===== config.mk =====
export PLATFORM = sky130hd
export DESIGN_NAME = tmr_dbg_clken
export DESIGN_NICKNAME = d
export VERILOG_FILES = /design/src/rtl/tdc_pkg.sv /design/src/rtl/tdc_cfg_reg.sv /design/src/rtl/tdc_gate.sv /design/src/rtl/tdc_pin_sync.sv /design/src/rtl/tmr_dbg_clken.sv
export SDC_FILE = /design/constraint.sdc
export NUM_CORES = 1
export LEC_CHECK = 0
export ABC_AREA = 1
export BUFFER_PORTS_ARGS = -buffer_cell sky130_fd_sc_hd__buf_2
export CORE_MARGIN = 2
export CORE_UTILIZATION = 40
export DETAILED_ROUTE_END_ITERATION = 8
export MAX_ROUTING_LAYER = met4
export PLACE_DENSITY = 0.67
export SYNTH_ARGS = -nofsm -noshare
export SYNTH_HDL_FRONTEND = slang
export SYNTH_SLANG_ARGS = --single-unit

===== constraint.sdc =====
create_clock -name clk -period 1.3 [get_ports clk]
set_clock_uncertainty 0.1 [all_clocks]
set_input_delay 0.13 -clock clk [delete_from_list [all_inputs] [get_ports clk]]
set_output_delay 0.13 -clock clk [all_outputs]
set_load 0.05 [all_outputs]

===== src/rtl/tdc_pkg.sv =====
package tdc_pkg;

    localparam int CFG_W         = 16;
    localparam int BIT_STOP      = 15;
    localparam int BIT_FRZ_SPARE = 14;
    localparam int BIT_FRZ_EN    = 13;
    localparam int BIT_HALT_PS   = 12;
    localparam int BIT_STEP      = 11;
    localparam int BIT_SUPV      = 7;
    localparam int ARB_LSB       = 0;
    localparam int ARB_W         = 4;

    typedef struct packed {
        logic             stop;
        logic             frz_spare;
        logic             frz_en;
        logic             halt_ps;
        logic             step;
        logic             supv;
        logic [ARB_W-1:0] arb;
    } cfg_t;

    typedef struct packed {
        logic presc;
        logic pacc;
        logic sync;
    } clken_t;

    function automatic logic [CFG_W-1:0] cfg_pack(input cfg_t c);
        logic [CFG_W-1:0] w;
        w = '0;
        w[BIT_STOP]                  = c.stop;
        w[BIT_FRZ_SPARE]             = c.frz_spare;
        w[BIT_FRZ_EN]                = c.frz_en;
        w[BIT_HALT_PS]               = c.halt_ps;
        w[BIT_STEP]                  = c.step;
        w[BIT_SUPV]                  = c.supv;
        w[ARB_LSB +: ARB_W]          = c.arb;
        return w;
    endfunction

    function automatic cfg_t cfg_unpack(input logic [CFG_W-1:0] w);
        cfg_t c;
        c.stop      = w[BIT_STOP];
        c.frz_spare = w[BIT_FRZ_SPARE];
        c.frz_en    = w[BIT_FRZ_EN];
        c.halt_ps   = w[BIT_HALT_PS];
        c.step      = w[BIT_STEP];
        c.supv      = w[BIT_SUPV];
        c.arb       = w[ARB_LSB +: ARB_W];
        return c;
    endfunction

endpackage


===== src/rtl/tdc_cfg_reg.sv =====
module tdc_cfg_reg
    import tdc_pkg::*;
(
    input  logic             clk,
    input  logic             rst,
    input  logic             wr_en,
    input  logic [CFG_W-1:0] wdata,
    output cfg_t             cfg_q,
    output logic             halt_set,
    output logic [CFG_W-1:0] rdata
);

    cfg_t wr_val;

    always_comb begin
        wr_val      = cfg_unpack(wdata);
        // step is armed only while the halt is already held and stays held
        wr_val.step = wdata[BIT_STEP] & wdata[BIT_HALT_PS] & cfg_q.halt_ps;
    end

    always_ff @(posedge clk) begin
        if (rst) begin
            cfg_q <= '0;
        end else if (wr_en) begin
            cfg_q <= wr_val;
        end else begin
            cfg_q.step <= 1'b0;
        end
    end

    assign halt_set = wr_en & wdata[BIT_HALT_PS] & ~cfg_q.halt_ps;
    assign rdata    = cfg_pack(cfg_q);

endmodule


===== src/rtl/tdc_gate.sv =====
module tdc_gate
    import tdc_pkg::*;
(
    input  cfg_t   cfg,
    input  logic   freeze_req,
    output clken_t en
);

    logic frozen;
    logic halted;
    logic stepping;

    always_comb begin
        frozen   = cfg.frz_en & freeze_req;
        halted   = frozen | cfg.halt_ps;
        stepping = cfg.step & cfg.halt_ps;
        en.presc = ~cfg.stop & (~halted | stepping);
        en.sync  = ~cfg.stop & (~halted | stepping);
        en.pacc  = ~cfg.stop & ~halted;
    end

endmodule


===== src/rtl/tdc_pin_sync.sv =====
module tdc_pin_sync #(
    parameter int NPIN       = 4,
    parameter int SYNC_DEPTH = 2
) (
    input  logic            clk,
    input  logic            rst,
    input  logic            sync_en,
    input  logic            hold_active,
    input  logic            hold_load,
    input  logic [NPIN-1:0] pin_in,
    output logic [NPIN-1:0] pin_view,
    output logic [NPIN-1:0] edge_evt
);

    localparam int LAST = SYNC_DEPTH - 1;

    logic [NPIN-1:0] synced;
    logic [NPIN-1:0] held;

    for (genvar g = 0; g < NPIN; g++) begin : g_pin
        logic [SYNC_DEPTH-1:0] chain;

        always_ff @(posedge clk) begin
            if (rst) begin
                chain       <= '0;
                edge_evt[g] <= 1'b0;
            end else if (sync_en) begin
                chain       <= {chain[LAST-1:0], pin_in[g]};
                edge_evt[g] <= chain[LAST-1] ^ chain[LAST];
            end else begin
                edge_evt[g] <= 1'b0;
            end
        end

        assign synced[g] = chain[LAST];
    end

    always_ff @(posedge clk) begin
        if (rst) begin
            held <= '0;
        end else if (hold_load) begin
            held <= synced;
        end
    end

    assign pin_view = hold_active ? held : synced;

endmodule


===== src/rtl/tmr_dbg_clken.sv =====
module tmr_dbg_clken
    import tdc_pkg::*;
#(
    parameter int NPIN       = 4,
    parameter int SYNC_DEPTH = 2
) (
    input  logic             clk,
    input  logic             rst,
    input  logic             bus_wr,
    input  logic [CFG_W-1:0] bus_wdata,
    output logic [CFG_W-1:0] bus_rdata,
    input  logic             freeze_req,
    input  logic [NPIN-1:0]  pin_in,
    output logic             presc_en,
    output logic             pacc_en,
    output logic             sync_en,
    output logic [NPIN-1:0]  pin_view,
    output logic [NPIN-1:0]  edge_evt
);

    cfg_t   cfg_q;
    logic   halt_set;
    clken_t en;

    tdc_cfg_reg u_cfg (
        .clk      (clk),
        .rst      (rst),
        .wr_en    (bus_wr),
        .wdata    (bus_wdata),
        .cfg_q    (cfg_q),
        .halt_set (halt_set),
        .rdata    (bus_rdata)
    );

    tdc_gate u_gate (
        .cfg        (cfg_q),
        .freeze_req (freeze_req),
        .en         (en)
    );

    tdc_pin_sync #(
        .NPIN       (NPIN),
        .SYNC_DEPTH (SYNC_DEPTH)
    ) u_sync (
        .clk         (clk),
        .rst         (rst),
        .sync_en     (en.sync),
        .hold_active (cfg_q.halt_ps),
        .hold_load   (halt_set),
        .pin_in      (pin_in),
        .pin_view    (pin_view),
        .edge_evt    (edge_evt)
    );

    assign presc_en = en.presc;
    assign pacc_en  = en.pacc;
    assign sync_en  = en.sync;

endmodule


==> impl_metrics.ini <==
[logic_synthesis]
async_flop_share = 0
avgSynthCellArea_um2 = 7.60
syn_inst = 149
synth-edff-count = 0
syn_area_mm2 = 0.00113
ys_seq_area_frac = 0.460
ys_warn_count = 0
yosys.cell_types.count = 20
ys_ff_latch = 26
ys.flop_type = dfxtp_1

[placement]
post_dp_cell_area_mm2 = 0.00136
routabilityCongestion = 0.765
numPortBuffers = 38
dpl.cell_count = 215
dp_slack_ns = 0.0636
dp_hpwl_um = 1790

[critical_path]
max_stage_delay_ns = 0.41
crit_chain = clkbuf_16, o21ai_4, buf_6
r2r_end = u_sync.g_pin[0].chain[1]
reg2reg_from = u_cfg.cfg_q[6]
crit_family = flip-flops
crit_buf_inv = 2
path_max_fanout = 5
crit_type = flop to output pin
slowest_stage = dfxtp_4
worst_ep_arrival_time_ns = 1.21
rr_worst_depth = 8
start_kind = flop
worstPathRequired_ns = 1.07
regToRegSetupSlack_ns = -0.07
end_kind = output pin

[final_layout]
multi_input_area_um2 = 574
area_growth_syn_to_layout_pct = 56.8
drive_above_1_share = 0.390
stdcell_count = 241
fin_area_mm2 = 0.00178
final_nets = 235
fillers = 206
seq_area_um2 = 533
antennaDiodeCount = 0
layout_commonest_cell = nor2_1
final_cell_mix = nor2_1, buf_2, dfxtp_1

[floorplan]
start_util = 0.414
die_w_um = 57.2
die_area_mm2 = 0.00327
num_rows = 19
core_mm2 = 0.00273
boundaryPins = 51
die_h_um = 57.2

[power]
p_seq_frac = 0.443
p_leak_nw = 0.824
power_density_mw_per_mm2 = 1160
switching_share = 0.361
switching_power_uw = 744
internal_power_mw = 1.31
clkPwrFrac = 0.204
share_comb_of_total_power = 0.353
vdd_ir_drop_max_mv = 0.794

[drt]
dr.pass1.iters = 4
viasPerCell = 4.77
drt-total-wl_um = 3080
drt_iter0_drc = 19
routedWlPerCell_um = 12.8
vias = 1150
drc = 0
ant_nets = 0

[sta]
drv_slew = 0
finalSetupViolations = 15
fmax_ghz = 0.693
period_minus_slack_ns = 1.44
rsz0062_at_grt = true
setup_ws_ns = -0.144
fin_crit_sh = 1.11
fin_tns_setup_ns = -1.09
finalHoldViolCount = 0

[global_routing]
grt_max_degree = 17
grt_first_pass_wirelength_um = 4610
track_usage = 0.187
grt_pass1_vias = 1030
antenna_found_initial = 0
grt_overflow_total = 0

[clock_network]
clock-sinks = 26
clock_path_buffers = 2
cts_buffers = 3
htreeDepth = 1
cts_tree = done
clk-insertion-delay-late_ns = 0.33
root_buffer = clkbuf_4
path_clk_slew_ns = 0.14

[run_status]
violations = setup timing
status = complete, but fails checks

[worst_hold_path]
holdPathEnd = u_cfg.cfg_q[5]
hold_start = bus_wr
holdPathStages = 3
min_path_type = input pin to flop

[job]
cap_violations = 0
-- cell families after synthesis --
| logic type | Yosys count | share of synthesized area |
|---|---|---|
| flip-flops | 26 | 0.460 |
| buffers and inverters | 26 | 0.129 |
| AND/OR/NAND/NOR | 66 | 0.262 |
| XOR/XNOR | 4 | 0.0309 |
| AO/OA/AOI/OAI | 26 | 0.115 |
| other | 1 | 0.00331 |
-- tightest hold or removal path, cell delays in order --
cell and delay, ns:
buf_2 0.17, nand2_1 0.13, nor3_1 0.07
-- flip-flops by register name, summed over array words and instances, names as in the netlist --
signal and count:
u_cfg.cfg_q 10, u_sync.edge_evt 4, u_sync.held 4, u_sync.g_pin.chain 8
-- synthesized netlist by cell type, types with 2 or more instances --
cell type  instances  area share
dfxtp_1           26        0.46
buf_2              3       0.013
o21ai_0           16       0.071
nand3_1            6       0.027
nand3_2            2       0.018
buf_6              2       0.020
a21oi_1           10       0.044
buf_4              8       0.053
inv_1             11       0.036
nor2_1            35        0.12
xnor2_1            4       0.031
nand2_1           18       0.060
-- what timing repair did --
item,4_1_cts,5_1_grt
pin swaps,1,8
gates resized for setup,23,24
endpoints found under the setup margin,8,21
endpoints found under the hold margin,14,0
setup buffers,2,4
hold buffers,15,0
gates cloned,0,1
-- area by class of cell --
class,instances,share of cell area
Inverter,12,0.0296
Sequential cell,26,0.300
Tap cell,31,0.0218
Clock buffer,4,0.0204
Multi-Input combinational cell,102,0.323
Timing Repair Buffer,66,0.304
-- power by group through the flow --
stage / Combinational, mW / Sequential, mW / Clock [mW]
2_1_floorplan: 0.343 / 1.02 / 0
3_3_place_gp: 0.534 / 0.919 / 0
3_5_place_dp: 0.540 / 0.925 / 0
4_1_cts: 0.641 / 0.907 / 0.425
5_1_grt: 0.772 / 0.919 / 0.446
6_report: 0.727 / 0.912 / 0.419
-- how the worst max path moves through the flow --
stage                   startpoint                        to  slack, ns  depth (start not counted)
floorplan           u_cfg.cfg_q[6]               pin_view[0]      -0.19                          2
global placement    u_cfg.cfg_q[6]               pin_view[3]       0.07                          4
detailed placement  u_cfg.cfg_q[6]  u_sync.g_pin[2].chain[0]       0.06                          6
CTS                 u_cfg.cfg_q[6]               pin_view[3]      -0.13                          3
global route        u_cfg.cfg_q[6]               pin_view[3]      -0.18                          4
finish              u_cfg.cfg_q[6]               pin_view[3]      -0.14                          3
-- per-stage QoR --
| stage | util | total power [mW] | hold slack, ns |
|---|---|---|---|
| after floorplan | - | 1.36 | 0.0991 |
| after global placement | 0.496 | 1.45 | 0.222 |
| after detailed placement | 0.496 | 1.47 | 0.224 |
| after CTS | 0.597 | 1.97 | 0.0319 |
| after global routing | 0.649 | 2.14 | 0.0894 |
| final | 0.649 | 2.06 | 0.0865 |
-- layer usage --
metal	GRT usage	share of wire	vias up
met2	0.333	0.55	36
met5	-	0	-
met1	0.207	0.39	529
met4	0.0831	0.019	0
met3	0.0249	0.035	8
li1	-	-	577
Note: power is estimated with default switching activity, not from simulation.
